### config.mk
export PLATFORM = sky130hd
export DESIGN_NAME = bus_match_bank
export DESIGN_NICKNAME = d
export VERILOG_FILES = /design/src/rtl/bmb_pkg.sv /design/src/rtl/bmb_cmp_regs.sv /design/src/rtl/bmb_cmp_qual.sv /design/src/rtl/bmb_pair.sv /design/src/rtl/bus_match_bank.sv
export SDC_FILE = /design/constraint.sdc
export NUM_CORES = 1
export LEC_CHECK = 0
export BUFFER_PORTS_ARGS = -buffer_cell sky130_fd_sc_hd__buf_2
export CAP_MARGIN = 20
export CELL_PAD_IN_SITES_DETAIL_PLACEMENT = 1
export CELL_PAD_IN_SITES_GLOBAL_PLACEMENT = 1
export CORE_ASPECT_RATIO = 0.8
export CORE_MARGIN = 5
export CORE_UTILIZATION = 45
export DETAILED_ROUTE_END_ITERATION = 12
export GPL_TIMING_DRIVEN = 0
export PLACE_DENSITY_LB_ADDON = 0.2
export REMOVE_ABC_BUFFERS = 1
export SLEW_MARGIN = 20
export SYNTH_ARGS = -nofsm -noshare
export SYNTH_HDL_FRONTEND = slang
export SYNTH_HIERARCHICAL = 1
export SYNTH_SLANG_ARGS = --single-unit
### constraint.sdc
create_clock -name clk -period 2.61 [get_ports clk]
set_input_delay 0.1305 -clock clk [delete_from_list [all_inputs] [get_ports clk]]
set_output_delay 0.1305 -clock clk [all_outputs]
set_load 0.02 [all_outputs]
### src/rtl/bmb_pkg.sv
package bmb_pkg;

   typedef enum logic [1:0] {
      MODE_EXACT   = 2'd0,
      MODE_INSIDE  = 2'd1,
      MODE_OUTSIDE = 2'd2,
      MODE_RSVD    = 2'd3
   } cmp_mode_e;

   // packed: mode occupies bits [7:6], en is bit 0
   typedef struct packed {
      cmp_mode_e mode;
      logic      size_word;
      logic      size_chk;
      logic      dir_rd;
      logic      dir_chk;
      logic      bus_cop;
      logic      en;
   } cmp_ctrl_t;

   localparam logic [1:0] FLD_CTRL = 2'd0;
   localparam logic [1:0] FLD_ADDR = 2'd1;
   localparam logic [1:0] FLD_DATA = 2'd2;
   localparam logic [1:0] FLD_MASK = 2'd3;

   localparam int NUM_CMP  = 4;
   localparam int NUM_PAIR = NUM_CMP / 2;

endpackage

### src/rtl/bmb_cmp_regs.sv
module bmb_cmp_regs
   import bmb_pkg::*;
#(
   parameter int ADDR_W   = 24,
   parameter int DATA_W   = 16,
   parameter bit HAS_DATA = 1'b1,
   parameter bit HAS_MODE = 1'b1
) (
   input  logic              clk,
   input  logic              rst_n,
   input  logic              wr_en,
   input  logic [1:0]        fld,
   input  logic [ADDR_W-1:0] wdata,
   output cmp_ctrl_t         ctrl,
   output logic [ADDR_W-1:0] addr_q,
   output logic [DATA_W-1:0] data_q,
   output logic [DATA_W-1:0] mask_q,
   output logic [ADDR_W-1:0] rdata
);

   localparam int CTRL_W = $bits(cmp_ctrl_t);
   localparam int LOW_W  = CTRL_W - 2;

   logic wr_ctrl, wr_addr, wr_data, wr_mask;

   assign wr_ctrl = wr_en && (fld == FLD_CTRL);
   assign wr_addr = wr_en && (fld == FLD_ADDR);
   assign wr_data = wr_en && (fld == FLD_DATA);
   assign wr_mask = wr_en && (fld == FLD_MASK);

   always_ff @(posedge clk or negedge rst_n) begin
      if (!rst_n)       addr_q <= '0;
      else if (wr_addr) addr_q <= wdata;
   end

   generate
      if (HAS_MODE) begin : g_mode
         logic [CTRL_W-1:0] ctrl_q;
         always_ff @(posedge clk or negedge rst_n) begin
            if (!rst_n)       ctrl_q <= '0;
            else if (wr_ctrl) ctrl_q <= wdata[CTRL_W-1:0];
         end
         assign ctrl = cmp_ctrl_t'(ctrl_q);
      end else begin : g_nomode
         logic [LOW_W-1:0] ctrl_q;
         always_ff @(posedge clk or negedge rst_n) begin
            if (!rst_n)       ctrl_q <= '0;
            else if (wr_ctrl) ctrl_q <= wdata[LOW_W-1:0];
         end
         assign ctrl = cmp_ctrl_t'({2'b00, ctrl_q});
      end

      if (HAS_DATA) begin : g_data
         logic [DATA_W-1:0] data_r, mask_r;
         always_ff @(posedge clk or negedge rst_n) begin
            if (!rst_n) begin
               data_r <= '0;
               mask_r <= '0;
            end else begin
               if (wr_data) data_r <= wdata[DATA_W-1:0];
               if (wr_mask) mask_r <= wdata[DATA_W-1:0];
            end
         end
         assign data_q = data_r;
         assign mask_q = mask_r;
      end else begin : g_nodata
         // all-zero mask makes the data comparison a don't-care
         assign data_q = '0;
         assign mask_q = '0;
      end
   endgenerate

   always_comb begin
      rdata = '0;
      unique case (fld)
         FLD_CTRL: rdata[CTRL_W-1:0] = ctrl;
         FLD_ADDR: rdata = addr_q;
         FLD_DATA: rdata[DATA_W-1:0] = data_q;
         FLD_MASK: rdata[DATA_W-1:0] = mask_q;
         default:  rdata = '0;
      endcase
   end

endmodule

### src/rtl/bmb_cmp_qual.sv
module bmb_cmp_qual
   import bmb_pkg::*;
#(
   parameter int ADDR_W = 24,
   parameter int DATA_W = 16
) (
   input  cmp_ctrl_t         ctrl,
   input  logic [ADDR_W-1:0] addr_q,
   input  logic [DATA_W-1:0] data_q,
   input  logic [DATA_W-1:0] mask_q,
   input  logic              cpu_valid,
   input  logic [ADDR_W-1:0] cpu_addr,
   input  logic [DATA_W-1:0] cpu_data,
   input  logic              cpu_rd,
   input  logic              cpu_word,
   input  logic              cop_valid,
   input  logic [ADDR_W-1:0] cop_addr,
   input  logic [DATA_W-1:0] cop_data,
   input  logic              cop_rd,
   input  logic              cop_word,
   input  logic              cpu_inhibit,
   output logic              ok,
   output logic              eq
);

   logic              s_valid, s_rd, s_word;
   logic [ADDR_W-1:0] s_addr;
   logic [DATA_W-1:0] s_data;
   logic              muted, dir_ok, size_ok;

   always_comb begin
      if (ctrl.bus_cop) begin
         s_valid = cop_valid;
         s_addr  = cop_addr;
         s_data  = cop_data;
         s_rd    = cop_rd;
         s_word  = cop_word;
      end else begin
         s_valid = cpu_valid;
         s_addr  = cpu_addr;
         s_data  = cpu_data;
         s_rd    = cpu_rd;
         s_word  = cpu_word;
      end
   end

   assign muted   = cpu_inhibit && !ctrl.bus_cop;
   assign dir_ok  = !ctrl.dir_chk  || (s_rd   == ctrl.dir_rd);
   assign size_ok = !ctrl.size_chk || (s_word == ctrl.size_word);

   assign ok = ctrl.en && s_valid && !muted && dir_ok && size_ok;
   assign eq = (s_addr == addr_q) && (((s_data ^ data_q) & mask_q) == '0);

endmodule

### src/rtl/bmb_pair.sv
module bmb_pair
   import bmb_pkg::*;
#(
   parameter int ADDR_W = 24
) (
   input  cmp_mode_e         mode,
   input  logic              ok_lo,
   input  logic              eq_lo,
   input  logic              ok_hi,
   input  logic              eq_hi,
   input  logic [ADDR_W-1:0] win_addr,
   input  logic [ADDR_W-1:0] min_addr,
   input  logic [ADDR_W-1:0] max_addr,
   output logic              hit_lo,
   output logic              hit_hi
);

   logic below, above, windowed;

   assign below    = win_addr < min_addr;
   assign above    = win_addr > max_addr;
   assign windowed = (mode == MODE_INSIDE) || (mode == MODE_OUTSIDE);

   always_comb begin
      unique case (mode)
         MODE_INSIDE:  hit_lo = ok_lo && !below && !above;
         MODE_OUTSIDE: hit_lo = ok_lo && (below || above);
         default:      hit_lo = ok_lo && eq_lo;
      endcase
   end

   assign hit_hi = ok_hi && eq_hi && !windowed;

endmodule

### src/rtl/bus_match_bank.sv
module bus_match_bank
   import bmb_pkg::*;
#(
   parameter int ADDR_W = 24,
   parameter int DATA_W = 16
) (
   input  logic              clk,
   input  logic              rst_n,
   input  logic              reg_wr,
   input  logic [3:0]        reg_addr,
   input  logic [ADDR_W-1:0] reg_wdata,
   output logic [ADDR_W-1:0] reg_rdata,
   input  logic              cpu_valid,
   input  logic [ADDR_W-1:0] cpu_addr,
   input  logic [DATA_W-1:0] cpu_data,
   input  logic              cpu_rd,
   input  logic              cpu_word,
   input  logic              cop_valid,
   input  logic [ADDR_W-1:0] cop_addr,
   input  logic [DATA_W-1:0] cop_data,
   input  logic              cop_rd,
   input  logic              cop_word,
   input  logic              cpu_inhibit,
   output logic [3:0]        match_o
);

   localparam int CTRL_W = $bits(cmp_ctrl_t);

   generate
      if (DATA_W < 1 || ADDR_W < CTRL_W || ADDR_W < DATA_W) begin : g_bad_param
         $error("bus_match_bank: ADDR_W must be >= DATA_W and >= control width");
      end
   endgenerate

   cmp_ctrl_t         ctrl_a  [NUM_CMP];
   logic [ADDR_W-1:0] addr_a  [NUM_CMP];
   logic [DATA_W-1:0] data_a  [NUM_CMP];
   logic [DATA_W-1:0] mask_a  [NUM_CMP];
   logic [ADDR_W-1:0] rdata_a [NUM_CMP];
   logic [NUM_CMP-1:0] ok_v, eq_v, hit_v;
   logic [NUM_CMP-1:0] match_q;

   genvar gi;
   generate
      for (gi = 0; gi < NUM_CMP; gi++) begin : g_cmp
         localparam bit LEADER = (gi % 2) == 0;
         logic sel;
         assign sel = reg_wr && (reg_addr[3:2] == 2'(gi));

         bmb_cmp_regs #(
            .ADDR_W  (ADDR_W),
            .DATA_W  (DATA_W),
            .HAS_DATA(LEADER),
            .HAS_MODE(LEADER)
         ) u_regs (
            .clk   (clk),
            .rst_n (rst_n),
            .wr_en (sel),
            .fld   (reg_addr[1:0]),
            .wdata (reg_wdata),
            .ctrl  (ctrl_a[gi]),
            .addr_q(addr_a[gi]),
            .data_q(data_a[gi]),
            .mask_q(mask_a[gi]),
            .rdata (rdata_a[gi])
         );

         bmb_cmp_qual #(
            .ADDR_W(ADDR_W),
            .DATA_W(DATA_W)
         ) u_qual (
            .ctrl       (ctrl_a[gi]),
            .addr_q     (addr_a[gi]),
            .data_q     (data_a[gi]),
            .mask_q     (mask_a[gi]),
            .cpu_valid  (cpu_valid),
            .cpu_addr   (cpu_addr),
            .cpu_data   (cpu_data),
            .cpu_rd     (cpu_rd),
            .cpu_word   (cpu_word),
            .cop_valid  (cop_valid),
            .cop_addr   (cop_addr),
            .cop_data   (cop_data),
            .cop_rd     (cop_rd),
            .cop_word   (cop_word),
            .cpu_inhibit(cpu_inhibit),
            .ok         (ok_v[gi]),
            .eq         (eq_v[gi])
         );


         en_gate_chk: assert property (@(posedge clk) disable iff (!rst_n)
            match_q[gi] |-> $past(ctrl_a[gi].en));


         idle_no_match_chk: assert property (@(posedge clk) disable iff (!rst_n)
            match_q[gi] |-> $past(cpu_valid || cop_valid));


         inhibit_mute_chk: assert property (@(posedge clk) disable iff (!rst_n)
            $past(cpu_inhibit && !ctrl_a[gi].bus_cop) |-> !match_q[gi]);
      end

      for (gi = 0; gi < NUM_PAIR; gi++) begin : g_pair
         localparam int LO = 2 * gi;
         localparam int HI = 2 * gi + 1;
         logic [ADDR_W-1:0] win_addr;

         assign win_addr = ctrl_a[LO].bus_cop ? cop_addr : cpu_addr;

         bmb_pair #(.ADDR_W(ADDR_W)) u_pair (
            .mode    (ctrl_a[LO].mode),
            .ok_lo   (ok_v[LO]),
            .eq_lo   (eq_v[LO]),
            .ok_hi   (ok_v[HI]),
            .eq_hi   (eq_v[HI]),
            .win_addr(win_addr),
            .min_addr(addr_a[LO]),
            .max_addr(addr_a[HI]),
            .hit_lo  (hit_v[LO]),
            .hit_hi  (hit_v[HI])
         );


         partner_quiet_chk: assert property (@(posedge clk) disable iff (!rst_n)
            $past((ctrl_a[LO].mode == MODE_INSIDE) || (ctrl_a[LO].mode == MODE_OUTSIDE))
            |-> !match_q[HI]);
      end
   endgenerate

   always_ff @(posedge clk or negedge rst_n) begin
      if (!rst_n) match_q <= '0;
      else        match_q <= hit_v;
   end

   assign match_o   = match_q;
   assign reg_rdata = rdata_a[reg_addr[3:2]];

endmodule

==> results.json, run 1 <==
{
  "status": "complete, but fails checks",
  "failed_checks": "negative setup slack",
  "drc": 0,
  "setup_viol": 2,
  "crit_fanout": 7,
  "rows": 63,
  "grt-ovfl-total": 0,
  "io_pins": 146,
  "cts.reportedPaths.clkPinSlew_ns": 0.08,
  "avgViaCountPerCell": 5.98,
  "peakVddDrop_v": 0.000470,
  "relSlewSlack_pct": 26.5,
  "netlist_area_sq_mm": 0.0170,
  "cap_violations": 0,
  "max_freq_mhz": 326,
  "clk_latency_ns": 0.46,
  "initial_core_util_pct": 45.7,
  "grt_util_all_layers_pct": 29.1,
  "drtIter0Drc": 1080,
  "worst_pin_slew_ns": 1.10,
  "gp_congestion": 0.904,
  "required_ns": 2.98,
  "nNetsFinal": 1872,
  "rsz0062_at_grt": "true",
  "worst_slack_ns": -0.458,
  "core_sq_mm": 0.0371,
  "synth.avg_cell_area_sq_um": 11.3,
  "die_y_microns": 184,
  "drt_first_pass_iters": 5,
  "setup.worst_path.end_class": "flip-flop",
  "path_class": "reg -> reg",
  "routed_wl_mm": 61.2,
  "drtAntennaViolNets": 0,
  "post-place-ws_ns": -1.16,
  "dp_hpwl_mm": 43.4,
  "cp.arrival_ns": 3.44,
  "finalHoldViolCount": 0,
  "vias": 12909,
  "p_per_area_mw_per_mm2": 752,
  "path_buf_inv": 2,
  "ctsLongestPathBuffers": 2,
  "area_growth_pct": 15.9,
  "fin_crit_sh_pct": 118,
  "cpPeakStageDelay_ns": 0.50,
  "antenna_found_initial": 10,
  "grt_pass1_vias": 13542,
  "finalPower_mw": 14.8,
  "path_delay_family": "multiplexers",
  "cts_tree": "done",
  "timing.hold.ws_ns": 0.0510,
  "synthCells": 1502,
  "layout-drive-gt1-share_pct": 37.5,
  "finalMaxSlewViolations": 0,
  "root_buffer": "clkbuf_16",
  "cpMaxStageDelayCell": "dfrtp_4",
  "die_w_microns": 227,
  "p_leak_nw": 8.79,
  "crit_path_frequent_cell": "buf_16",
  "grt_max_degree": 95,
  "yosys_warnings": 6,
  "nFillCells": 3946,
  "htreeDepth": 4,
  "grt_first_pass_wirelength_mm": 89.3,
  "period_needed_ns": 3.07,
  "cts_sinks": 192,
  "post_drt_wl_per_cell_microns": 28.3,
  "dieArea_sq_mm": 0.0417,
  "path_cells": "buf_16, buf_16, mux2_4, ha_4, nand4_1, or3_4, o22ai_4, a211oi_4, a22oi_2, mux2i_1",
  "hp-class": "in -> reg",
  "start_kind": "flip-flop",
  "portBuffers": 145,
  "cts_made_buffers": 17,
  "skew_ns": 0.0111
}
-- metal layers --
| layer | share of wire, % | GRT usage [%] |
|---|---|---|
| met1 | 46 | 41.4 |
| met2 | 46 | 45.4 |
| met3 | 6.1 | 5.97 |
| met4 | 1.8 | 7.65 |
| met5 | 0.11 | 0 |
-- sequential cells by signal, summed over array words and instances (netlist names) --
signal / flops
g_cmp.u_regs/data_q: 32
g_cmp.u_regs/addr_q: 96
g_cmp.u_regs/ctrl: 16
match_o: 4
g_cmp.u_regs/mask_q: 32
g_cmp.u_regs/g_nomode.ctrl_q: 12
-- per-stage QoR --
step | setup TNS, ns | std cells | util [%] | instance area [sq um]
after floorplan | -3.57 | 1438 | - | 16200
after global placement | -506.42 | 2070 | 47.2 | 17500
after detailed placement | -14.42 | 2082 | 48.0 | 17800
after CTS | -0.715 | 2154 | 52.3 | 19400
after global routing | -0.848 | 2157 | 52.9 | 19700
final | -0.855 | 2158 | 53.0 | 19700
-- path summary, 6_finish.rpt --
check / start / end / slack [ns] / depth (start not counted)
max: g_cmp[0].u_regs/ctrl[1] / match_o[0] / -0.46 / 10
min: reg_wdata[9] / g_cmp[0].u_regs/data_q[9] / 0.05 / 2
max reg2reg: g_cmp[0].u_regs/ctrl[1] / match_o[0] / -0.46 / 10
min reg2reg: g_cmp[0].u_regs/mask_q[8] / g_cmp[0].u_regs/mask_q[8] / 0.54 / 1
max in group asynchronous: rst_n / g_cmp[1].u_regs/addr_q[7] / 1.79 / 3
min in group asynchronous: rst_n / g_cmp[0].u_regs/ctrl[4] / 0.08 / 2
-- what timing repair did --
item,CTS,global route
buffers inserted,26,2
resized for setup,76,33
endpoints found under the setup margin,4,2
gates cloned,6,0
hold endpoints to repair,224,0
hold buffers,9,0
pin swaps,22,26
-- where the power goes --
group | internal (mW) | switching (mW) | total [mW]
Combinational | 3.58 | 3.75 | 7.33
Clock | 1.53 | 1.32 | 2.85
Sequential | 3.66 | 0.954 | 4.62
-- placed cells by master (no fill, tap or decap), drive strengths merged, types with 3 or more instances in the layout --
cell type	count
inv	103
a21oi	22
a221oi	4
nand2b	4
nand3	12
nor3b	5
nand2	30
mux2i	182
mux4	40
nand4	24
dlygate4sd3	9
clkinvlp	3
a22oi	34
dfrtp	192
a211oi	8
nor4	28
nor2b	6
bufbuf	3
bufinv	3
buf	187
diode	3
nor2	28
a22o	16
ha	98
and3	5
clkbuf	18
conb	64
o21ai	14
and2	52
o211ai	4
mux2	252
xnor2	168
nand3b	6
a21o	14
-- cell type report --
type / instances / area, sq um / share of cell area [%]
Clock buffer: 18 / 429 / 2.18
Timing Repair Buffer: 199 / 1560 / 7.92
Inverter: 98 / 368 / 1.87
Sequential cell: 192 / 4820 / 24.5
Antenna cell: 3 / 7.51 / 0.0382
Tap cell: 487 / 609 / 3.10
Multi-Input combinational cell: 1148 / 11700 / 59.5
Clock inverter: 13 / 178 / 0.904
(Power assumes the default switching activity.)
==> inputs of run 2 (changes only) <==
- CORE_MARGIN: 5 -> 4
- clock period: 2.61 -> 2.45 ns (I/O delays scaled with it)
==> run 2 against run 1 <==
Against the previous run:
- the run still ends with negative setup slack left
- hold slack lost 0.016 ns
- largest power group unchanged
- sequential cell count is the same
- global-route usage grew 0.31 points
- combinational power grew 5.3%
- setup slack lost 0.17 ns
- count of clock-buffer cells in the layout grew 1
- sequential power grew 6.3%
- design area is essentially flat
- clock power grew 8.1%
- clock skew grew 0.0015 ns
==> results.json, run 2 (synthesis results as in run 1) <==
{
  "cts.reportedPaths.clkPinSlew_ns": 0.08,
  "die_w_microns": 225,
  "required_ns": 2.82,
  "post-route-util_pct": 52.9,
  "hp-class": "in -> reg",
  "nFillCells": 3912,
  "dieArea_sq_mm": 0.0409,
  "grt_pass1_vias": 13499,
  "crit_path_frequent_cell": "buf_16",
  "rows": 63,
  "worst_pin_slew_ns": 1.13,
  "fin_crit_sh_pct": 126,
  "cpMaxStageDelayCell": "dfrtp_4",
  "root_buffer": "clkbuf_16",
  "seq_power_share_pct": 31.3,
  "max_freq_mhz": 325,
  "cts_made_buffers": 17,
  "pwr-share-clk_pct": 19.6,
  "drc": 0,
  "initial_core_util_pct": 45.7,
  "die_y_microns": 182,
  "cpPeakStageDelay_ns": 0.51,
  "status": "complete, but fails checks",
  "layout-drive-gt1-share_pct": 37.1,
  "switchingPower_mw": 6.28,
  "grt_max_degree": 95,
  "dp_hpwl_mm": 42.7,
  "final_common_cell": "mux2_2",
  "internal-power_mw": 9.43,
  "final_cell_mix": "204 x mux2_2, 188 x dfrtp_1, 177 x mux2i_1, 168 x xnor2_1, 140 x buf_2",
  "cp.depth": 10,
  "area_growth_pct": 15.9,
  "path_class": "reg -> reg",
  "antenna_found_initial": 13,
  "rsz0062_at_grt": "true",
  "drtIter0Drc": 858,
  "rr_worst_depth": 10,
  "portBuffers": 145,
  "post_drt_wl_per_cell_microns": 27.9,
  "nNetsFinal": 1876,
  "grt-ovfl-total": 0,
  "htreeDepth": 4,
  "path_buf_inv": 2,
  "hold_depth": 2,
  "fin_tns_setup_ns": -1.26,
  "largest_register_ffs": 96,
  "gp_congestion": 0.904,
  "cts_tree": "done",
  "cts_sinks": 192,
  "period_needed_ns": 3.08,
  "routed_wl_mm": 60.5,
  "clk_latency_ns": 0.46,
  "ctsLongestPathBuffers": 2,
  "drt_first_pass_iters": 5,
  "post-place-ws_ns": -1.35,
  "failed_checks": "negative setup slack",
  "drtAntennaViolNets": 0,
  "io_pins": 146,
  "avgViaCountPerCell": 5.89,
  "final-seq-area_sq_mm": 0.00482,
  "multi_input_area_sq_mm": 0.0116,
  "top_register": "g_cmp.u_regs/addr_q",
  "grt_first_pass_wirelength_mm": 89.1,
  "skew_ns": 0.0126,
  "combPwrFrac_pct": 49.1,
  "worst_slack_ns": -0.631,
  "path_delay_family": "simple AND/OR/NAND/NOR gates",
  "relSlewSlack_pct": 24.5,
  "setup.worst_path.end_class": "flip-flop",
  "p_per_area_mw_per_mm2": 799,
  "peakVddDrop_v": 0.000516,
  "setup_viol": 3,
  "swShare_pct": 40.0,
  "finalHoldViolCount": 0,
  "p_leak_nw": 8.82,
  "vias": 12773,
  "start_kind": "flip-flop",
  "core_sq_mm": 0.0371,
  "cp.arrival_ns": 3.45,
  "grt_util_all_layers_pct": 29.4,
  "crit_fanout": 7,
  "cap_violations": 0,
  "finalMaxSlewViolations": 0,
  "path_cells": "buf_16, buf_16, mux2_2, ha_1, nand4_1, or3_4, o22ai_4, a211oi_4, a22oi_2, mux2i_2"
}
run 2: cell count changes in the layout (fill, tap and decap cells not counted), sizes merged:
cell,before,now
diode,3,10
buf,187,190
inv,103,101
bufbuf,3,4
bufinv,3,4
clkbuf,18,19
clkinv,2,3
clkinvlp,3,2
run 2: layout make-up:
cell class,count,share of cell area (%)
Multi-Input combinational cell,1148,59.2
Timing Repair Buffer,203,8.08
Clock inverter,12,0.929
Antenna cell,10,0.127
Inverter,98,1.87
Clock buffer,19,2.20
Sequential cell,192,24.5
Tap cell,487,3.10
run 2: stage by stage:
stage	total power [mW]	area [sq um]	hold WS, ns	instances
floorplan	9.09	16200	-0.173	1438
global placement	11.2	17500	0.400	2070
detailed placement	11.4	17800	-0.0701	2081
CTS	15.4	19500	0.00956	2155
global route	16.5	19600	0.0337	2166
finish	15.7	19700	0.0348	2169
run 2: power groups by stage:
stage | combinational (mW) | sequential (mW) | clock, mW
floorplan | 4.32 | 4.77 | 0
global placement | 5.84 | 5.35 | 0
detailed placement | 6.33 | 5.06 | 0
CTS | 7.43 | 4.88 | 3.12
global route | 8.20 | 5.00 | 3.25
finish | 7.72 | 4.91 | 3.08
run 2: final timing paths:
check | slack, ns | from | end
worst max register to register | -0.63 | g_cmp[0].u_regs/ctrl[1] | match_o[0]
min in group asynchronous | 0.05 | rst_n | g_cmp[0].u_regs/data_q[11]
max in group asynchronous | 1.25 | rst_n | g_cmp[3].u_regs/addr_q[21]
worst min register to register | 0.53 | g_cmp[0].u_regs/mask_q[10] | g_cmp[0].u_regs/mask_q[10]
worst min-delay path | 0.03 | reg_wdata[10] | g_cmp[0].u_regs/data_q[10]
worst max-delay path | -0.63 | g_cmp[0].u_regs/ctrl[1] | match_o[0]
run 2: layer usage:
metal	global-route usage [%]	wire length, microns	up-vias	share of wire, %
li1	-	-	5642	-
met2	46.0	27800	377	46
met3	5.33	3400	72	5.6
met1	42.0	28000	6678	46
met4	7.86	1140	4	1.9
met5	0	27	-	0.045
run 2: repair_timing:
action / CTS / global route
gates resized for setup: 83 / 22
cloned: 6 / 0
hold buffers: 9 / 0
pin swaps: 20 / 10
setup buffers: 28 / 4
endpoints found under the hold margin: 130 / 0
endpoints found under the setup margin: 28 / 13
